### config.mk
export PLATFORM = sky130hd
export DESIGN_NAME = duplex_byte_fifo_ctl
export DESIGN_NICKNAME = d
export VERILOG_FILES = /design/src/rtl/dbf_pkg.sv /design/src/rtl/dbf_byte_fifo.sv /design/src/rtl/dbf_trig_flag.sv /design/src/rtl/dbf_ctrl_reg.sv /design/src/rtl/duplex_byte_fifo_ctl.sv
export SDC_FILE = /design/constraint.sdc
export NUM_CORES = 1
export LEC_CHECK = 0
export ABC_AREA = 0
export BUFFER_PORTS_ARGS = -buffer_cell sky130_fd_sc_hd__clkbuf_2
export CAP_MARGIN = 30
export CORE_UTILIZATION = 61
export DETAILED_ROUTE_END_ITERATION = 8
export HOLD_SLACK_MARGIN = 0.08
export PLACE_DENSITY_LB_ADDON = 0.05
export SLEW_MARGIN = 20
export SYNTH_ARGS = -nofsm -noshare
export SYNTH_HDL_FRONTEND = slang
export SYNTH_SLANG_ARGS = --single-unit
### constraint.sdc
create_clock -name clk -period 6 [get_ports clk]
set_input_delay 0.9 -clock clk [delete_from_list [all_inputs] [get_ports clk]]
set_output_delay 0.9 -clock clk [all_outputs]
set_load 0.05 [all_outputs]
### src/rtl/dbf_pkg.sv
// Package: shared types for the paired byte FIFO block.
// Assumes the control field order below is the bit layout of the control word.
package dbf_pkg;

    // Control word, bits 7..0 from top to bottom.
    typedef struct packed {
        logic [1:0] tx_lvl;   // outbound threshold code
        logic [1:0] rx_lvl;   // inbound threshold code
        logic       tx_ie;    // outbound interrupt enable
        logic       rx_ie;    // inbound interrupt enable
        logic       tx_clr;   // outbound queue flush
        logic       rx_clr;   // inbound queue flush
    } ctrl_t;

    localparam int unsigned CTRL_W = $bits(ctrl_t);

endpackage

### src/rtl/dbf_byte_fifo.sv
// Module: byte queue with occupancy count, flush hold and error pulses.
// Assumes DEPTH is a power of two so the pointers wrap by overflow.
module dbf_byte_fifo #(
    parameter int unsigned DEPTH = 8,
    parameter int unsigned DW    = 8,
    localparam int unsigned AW   = $clog2(DEPTH),
    localparam int unsigned CW   = $clog2(DEPTH + 1)
) (
    input  logic          clk,
    input  logic          rst_n,
    input  logic          flush,
    input  logic          push,
    input  logic [DW-1:0] push_data,
    input  logic          pop,
    output logic [DW-1:0] pop_data,
    output logic [CW-1:0] count,
    output logic          overflow,
    output logic          underflow
);

    logic [DW-1:0] mem [DEPTH];
    logic [AW-1:0] wr_ptr, rd_ptr;
    logic [CW-1:0] cnt_q;
    logic          ovf_q, unf_q;
    logic          full, empty, push_ok, pop_ok;

    // Accept decisions, made from the occupancy at the start of the cycle.
    always_comb begin
        full    = (cnt_q == CW'(DEPTH));
        empty   = (cnt_q == '0);
        push_ok = push && !flush && !full;
        pop_ok  = pop && !flush && !empty;
    end

    // Storage write; the array has no reset.
    always_ff @(posedge clk) begin
        if (push_ok) mem[wr_ptr] <= push_data;
    end

    // Pointers and count, all cleared by reset or flush.
    always_ff @(posedge clk) begin
        if (!rst_n || flush) begin
            wr_ptr <= '0;
            rd_ptr <= '0;
            cnt_q  <= '0;
        end else begin
            if (push_ok) wr_ptr <= wr_ptr + AW'(1);
            if (pop_ok)  rd_ptr <= rd_ptr + AW'(1);
            if (push_ok && !pop_ok)      cnt_q <= cnt_q + CW'(1);
            else if (pop_ok && !push_ok) cnt_q <= cnt_q - CW'(1);
        end
    end

    // One-cycle error pulses for dropped requests.
    always_ff @(posedge clk) begin
        if (!rst_n) begin
            ovf_q <= 1'b0;
            unf_q <= 1'b0;
        end else begin
            ovf_q <= push && !flush && full;
            unf_q <= pop && (flush || empty);
        end
    end

    assign pop_data  = mem[rd_ptr];
    assign count     = cnt_q;
    assign overflow  = ovf_q;
    assign underflow = unf_q;

    // the count never exceeds the depth.
    p_count_max_r3: assert property (@(posedge clk) disable iff (!rst_n)
        cnt_q <= CW'(DEPTH));
    // an overflow pulse follows a push made while full.
    p_ovf_cause_r3: assert property (@(posedge clk) disable iff (!rst_n)
        ovf_q |-> $past(push && cnt_q == CW'(DEPTH)));
    // an underflow pulse follows a pop made while empty or flushed.
    p_unf_cause_r4: assert property (@(posedge clk) disable iff (!rst_n)
        unf_q |-> $past(pop && (cnt_q == '0 || flush)));
    // a flush leaves the queue empty.
    p_flush_empty_r10: assert property (@(posedge clk) disable iff (!rst_n)
        flush |=> cnt_q == '0);

endmodule

### src/rtl/dbf_trig_flag.sv
// Module: sticky threshold flag; IS_TX picks the drain (<=) or fill (>=) test.
// Assumes clr is a one-cycle pulse from the register decode.
module dbf_trig_flag #(
    parameter int unsigned DEPTH = 8,
    parameter bit          IS_TX = 1'b1,
    localparam int unsigned CW   = $clog2(DEPTH + 1)
) (
    input  logic          clk,
    input  logic          rst_n,
    input  logic [1:0]    code,
    input  logic [CW-1:0] count,
    input  logic          clr,
    output logic          flag
);

    logic [CW-1:0] thr;
    logic          hit;
    logic          flag_q;

    if (IS_TX) begin : g_drain
        // Drain threshold: the queue has emptied to the level or below.
        always_comb begin
            case (code)
                2'b00:   thr = CW'(DEPTH - 1);
                2'b01:   thr = CW'(DEPTH - 2);
                2'b10:   thr = CW'(DEPTH / 2);
                default: thr = CW'(DEPTH / 4);
            endcase
            hit = (count <= thr);
        end
    end else begin : g_fill
        // Fill threshold: the queue has filled to the level or above.
        always_comb begin
            case (code)
                2'b00:   thr = CW'(1);
                2'b01:   thr = CW'(DEPTH / 4);
                2'b10:   thr = CW'(DEPTH / 2);
                default: thr = CW'(DEPTH - 2);
            endcase
            hit = (count >= thr);
        end
    end

    // Sticky flag: a set by the condition wins over a software clear.
    always_ff @(posedge clk) begin
        if (!rst_n) flag_q <= 1'b0;
        else        flag_q <= (flag_q && !clr) || hit;
    end

    assign flag = flag_q;

    // the flag only falls after a clear write.
    p_fall_needs_clr_r7: assert property (@(posedge clk) disable iff (!rst_n)
        $fell(flag_q) |-> $past(clr));
    // the flag only rises after the threshold was met.
    p_rise_needs_hit_r5: assert property (@(posedge clk) disable iff (!rst_n)
        $rose(flag_q) |-> $past(hit));

endmodule

### src/rtl/dbf_ctrl_reg.sv
// Module: control word storage and CPU read/write decode of both registers.
// Assumes a one-bit address: 0 control word, 1 flag word.
module dbf_ctrl_reg
    import dbf_pkg::*;
(
    input  logic        clk,
    input  logic        rst_n,
    input  logic        cpu_wr,
    input  logic        cpu_addr,
    input  logic [31:0] cpu_wdata,
    input  logic        tx_flag,
    input  logic        rx_flag,
    output ctrl_t       ctrl,
    output logic        tx_flag_clr,
    output logic        rx_flag_clr,
    output logic [31:0] cpu_rdata
);

    ctrl_t ctrl_q;
    logic  unused_hi;

    assign unused_hi = ^cpu_wdata[31:CTRL_W];

    // Control word register; only the low byte is stored.
    always_ff @(posedge clk) begin
        if (!rst_n)                    ctrl_q <= '0;
        else if (cpu_wr && !cpu_addr)  ctrl_q <= ctrl_t'(cpu_wdata[CTRL_W-1:0]);
    end

    // Flag clear strobes: writing 0 to a flag bit clears it.
    always_comb begin
        tx_flag_clr = cpu_wr && cpu_addr && !cpu_wdata[1];
        rx_flag_clr = cpu_wr && cpu_addr && !cpu_wdata[0];
    end

    // Read mux with zero-filled upper bits.
    always_comb begin
        if (cpu_addr) cpu_rdata = {30'd0, tx_flag, rx_flag};
        else          cpu_rdata = {{(32 - CTRL_W){1'b0}}, ctrl_q};
    end

    assign ctrl = ctrl_q;

    // reserved bits of the control word read as zero.
    p_rsvd_zero_r2: assert property (@(posedge clk) disable iff (!rst_n)
        !cpu_addr |-> cpu_rdata[31:CTRL_W] == '0);

endmodule

### src/rtl/duplex_byte_fifo_ctl.sv
// Module: top level; two byte queues, two threshold flags and interrupt gating.
// Assumes the queue depth is a power of two and at least 8.
module duplex_byte_fifo_ctl
    import dbf_pkg::*;
#(
    parameter int unsigned DEPTH = 8,
    parameter int unsigned DW    = 8,
    localparam int unsigned CW   = $clog2(DEPTH + 1)
) (
    input  logic          clk,
    input  logic          rst_n,
    input  logic          cpu_wr,
    input  logic          cpu_addr,
    input  logic [31:0]   cpu_wdata,
    output logic [31:0]   cpu_rdata,
    input  logic          tx_push,
    input  logic [DW-1:0] tx_push_data,
    input  logic          tx_pop,
    output logic [DW-1:0] tx_pop_data,
    output logic          tx_overflow,
    output logic          tx_underflow,
    input  logic          rx_push,
    input  logic [DW-1:0] rx_push_data,
    input  logic          rx_pop,
    output logic [DW-1:0] rx_pop_data,
    output logic          rx_overflow,
    output logic          rx_underflow,
    output logic          tx_irq,
    output logic          rx_irq
);

    ctrl_t         ctrl;
    logic          tx_flag, rx_flag, tx_flag_clr, rx_flag_clr;
    logic [CW-1:0] tx_cnt, rx_cnt;

    dbf_ctrl_reg i_regs (
        .clk(clk), .rst_n(rst_n), .cpu_wr(cpu_wr), .cpu_addr(cpu_addr),
        .cpu_wdata(cpu_wdata), .tx_flag(tx_flag), .rx_flag(rx_flag),
        .ctrl(ctrl), .tx_flag_clr(tx_flag_clr), .rx_flag_clr(rx_flag_clr),
        .cpu_rdata(cpu_rdata)
    );

    dbf_byte_fifo #(.DEPTH(DEPTH), .DW(DW)) i_tx_q (
        .clk(clk), .rst_n(rst_n), .flush(ctrl.tx_clr),
        .push(tx_push), .push_data(tx_push_data), .pop(tx_pop),
        .pop_data(tx_pop_data), .count(tx_cnt),
        .overflow(tx_overflow), .underflow(tx_underflow)
    );

    dbf_byte_fifo #(.DEPTH(DEPTH), .DW(DW)) i_rx_q (
        .clk(clk), .rst_n(rst_n), .flush(ctrl.rx_clr),
        .push(rx_push), .push_data(rx_push_data), .pop(rx_pop),
        .pop_data(rx_pop_data), .count(rx_cnt),
        .overflow(rx_overflow), .underflow(rx_underflow)
    );

    dbf_trig_flag #(.DEPTH(DEPTH), .IS_TX(1'b1)) i_tx_flag (
        .clk(clk), .rst_n(rst_n), .code(ctrl.tx_lvl), .count(tx_cnt),
        .clr(tx_flag_clr), .flag(tx_flag)
    );

    dbf_trig_flag #(.DEPTH(DEPTH), .IS_TX(1'b0)) i_rx_flag (
        .clk(clk), .rst_n(rst_n), .code(ctrl.rx_lvl), .count(rx_cnt),
        .clr(rx_flag_clr), .flag(rx_flag)
    );

    // Interrupt gating: each line is its flag masked by its enable.
    always_comb begin
        tx_irq = tx_flag && ctrl.tx_ie;
        rx_irq = rx_flag && ctrl.rx_ie;
    end

    // dropping the outbound enable silences the outbound line.
    p_tx_irq_off_r8: assert property (@(posedge clk) disable iff (!rst_n)
        $fell(ctrl.tx_ie) |-> !tx_irq);
    // dropping the inbound enable silences the inbound line.
    p_rx_irq_off_r9: assert property (@(posedge clk) disable iff (!rst_n)
        $fell(ctrl.rx_ie) |-> !rx_irq);

endmodule

==> results.md <==
* Die area at 11900 um2
* Core area at 11000 um2
* Clock Root Buffer: clkbuf_16
* Routed WL at 12.0 mm
* Clock tree from TritonCTS: yes
* Max-slew headroom at 37.9%
* Lkg Pwr at 2.87 nW
* RePlAce Congestion at 0.756
* Antenna Nets Post-Route at 0
* Synth Register Bits at 168
* Cell with the most instances after synthesis: edfxtp_1
* Synth top area cells: edfxtp_1, dfxtp_1, mux4_2
* Number of gates resized after CTS at 0
* Largest area contributor in the netlist: edfxtp_1
* Pre-antenna DRT Iters at 6
* Final net count at 587
* H-tree Lvls at 4
* DR top layer: met4
* Final Max Tran Viols at 0
* Fmax at 314 MHz
* Ant. Diodes at 0
* Initial antenna violation count at 0
* Total GRT Usage at 22.2%
* Vias in the first global route at 3732
* Mapped Area at 7020 um2
* Share of post-route cells with drive strength above 1 at 29.7%
* CTS buffer count at 17
* Area growth syn-to-layout at 13.5%
* Crit path kind: flop to output port
* Clock tree buffer depth at 2
* Residual DRC at 0
* CP Capture Type: output port
* CTS clk-pin slew, worst paths at 0.07 ns
* Initial drt markers at 171
* Yosys warns at 0
* Slew of the pin with the lowest slew margin at 0.928 ns
* Worst vdd rail ir drop at 0.000274 V
* Via density at 5.58
* PD cells at 418 nW/um2
* Crit share post-route at 53.1%
* Sequential element share of the synthesized area at 66.2%
* Min Hold Slack at 0.521 ns
* Final-report hold violation count at 0
* Share of the synthesized area in the top cell type at 54.7%
* Setup bufs post-CTS at 0
* Average size of a mapped cell at 15.8 um2
* Half-perimeter wire length after placement at 7.70 mm
* Synth top cells by count: edfxtp_1, nor2_1, dfxtp_1, mux4_2, buf_4
* WL met1 at 5.10 mm
* Site Rows at 38
* Required time of the critical path at 5.10 ns
* Endpoints failing setup at 0
* Crit path max fanout at 16
* # IOs at 110
* Worst Clk Skew at 0.00794 ns
* Vias at 3715
* CP Data Arrival Time at 2.28 ns
* Hold buffer count at CTS at 0
* DR WL met2 at 6.07 mm
* Global-route wire length before repair at 18.9 mm
* Max-cap viol count at 0
* Met3 wire len at 630 um
* Reg2Reg Setup Slack at 3.14 ns
* RSZ-0062 raised after global routing: no
* Final Util at 72.2%
* Starting density of the core at 63.6%
* Setup TNS at 0 ns
* Worst skew pair latency at 0.43 ns
* Min Tclk post-route at 3.18 ns
* HP Class: flop to flop
* Startpoint types: flop
* Largest net degree at the start of global routing at 17
* Die Wd at 109 um
* Dominant synthesized flop cell: edfxtp_1
* Die Y at 109 um
* Post-Syn Instances at 445
* PortBufs at 61
* Ys async rst share at 0%
* Routed WL per cell at 18.0 um
* Status: finished, final reports clean
* Total global routing overflow at 0
* Synth cell types at 42
* Number of synthesized flops with an enable pin at 128
* CTS sink count at 168
cell type report:
type	count	area, um2
Sequential cell	168	4650
Fill cell	713	3060
Multi-Input combinational cell	244	2130
Clock buffer	17	425
Timing Repair Buffer	68	358
Clock inverter	15	176
Tap cell	140	175
Inverter	14	52.6
registers in the layout, indices dropped and copies added, names as in the netlist, named ones only:
register / flops
i_tx_q.wr_ptr: 3
i_rx_flag.flag: 1
i_tx_q.overflow: 1
i_rx_q.underflow: 1
i_rx_q.wr_ptr: 3
i_tx_q.count: 4
i_rx_q.overflow: 1
i_rx_q.mem: 64
i_tx_q.rd_ptr: 3
i_rx_q.count: 4
i_tx_q.underflow: 1
i_tx_q.mem: 64
i_regs.ctrl: 8
i_tx_flag.flag: 1
i_rx_q.rd_ptr: 3
path summary, 6_finish.rpt:
check | cells past startpoint | from | to
worst max register to register | 10 | i_rx_q.count[1] | i_rx_q.count[3]
worst max-delay path | 3 | flop | tx_pop_data[5]
worst min register to register | 2 | i_rx_q.rd_ptr[2] | flop
worst min-delay path | 2 | i_rx_q.rd_ptr[2] | flop
metrics by stage:
stage | std cells | power [W] | setup WS, ns | area, um2
finish | 666 | 0.00333 | 2.82 | 7970
global route | 666 | 0.00348 | 2.69 | 7970
CTS | 666 | 0.00336 | 2.75 | 7970
detailed placement | 634 | 0.00226 | 2.79 | 7370
global placement | 634 | 0.00223 | 2.85 | 7360
floorplan | 468 | 0.00211 | 3.22 | 7110
cell usage in the layout, fill, tap and decap left out, drive strengths merged:
| master | n |
|---|---|
| a211oi | 2 |
| xor2 | 4 |
| ha | 16 |
| a21oi | 8 |
| mux2 | 20 |
| a32oi | 1 |
| nand3 | 4 |
| edfxtp | 128 |
| a21boi | 1 |
| clkinvlp | 3 |
| o21ai | 3 |
| inv | 16 |
| nor3b | 2 |
| mux2i | 11 |
| o31ai | 1 |
| nand2b | 8 |
| dfxtp | 40 |
| buf | 7 |
| clkbuf | 78 |
| fa | 2 |
| a31oi | 3 |
| mux4 | 32 |
| nor4bb | 2 |
| nor2 | 56 |
| bufinv | 3 |
| nor4 | 3 |
| nor3 | 6 |
| nand2 | 12 |
| and2 | 4 |
| conb | 24 |
| clkinv | 7 |
| nor2b | 9 |
| o211ai | 1 |
| xnor2 | 7 |
| or4b | 2 |
layer usage:
layer / track usage [%] / up-vias
li1: - / 1756
met1: 28.2 / 1840
met2: 36.6 / 103
met3: 6.69 / 16
met4: 7.43 / 0
met5: 0 / -
critical path, stage by stage (launching register included):
cell	delay [ns]
dfxtp_2	0.72
mux4_2	0.61
mux2_2	0.29
clkbuf_2	0.24
power breakdown:
part | internal (W) | leakage (nW) | switching [W]
Sequential | 0.00134 | 1.49 | 0.000119
Clock | 0.000655 | 0.283 | 0.000444
Combinational | 0.000322 | 1.10 | 0.000454
Total | 0.00232 | 2.87 | 0.00102
cell families (layout without fill, tap and decap cells):
group | Yosys count | count (layout) | share of synthesized area, %
other cells | 1 | 24 | 0.0534
simple gates | 108 | 108 | 7.50
mux | 63 | 63 | 15.0
xor+xnor | 11 | 11 | 1.37
buf+inv | 56 | 114 | 4.69
fa+ha+maj | 18 | 18 | 3.42
compound gates | 20 | 20 | 1.76
flops | 168 | 168 | 66.2
Power figures use the tool's default switching activity.
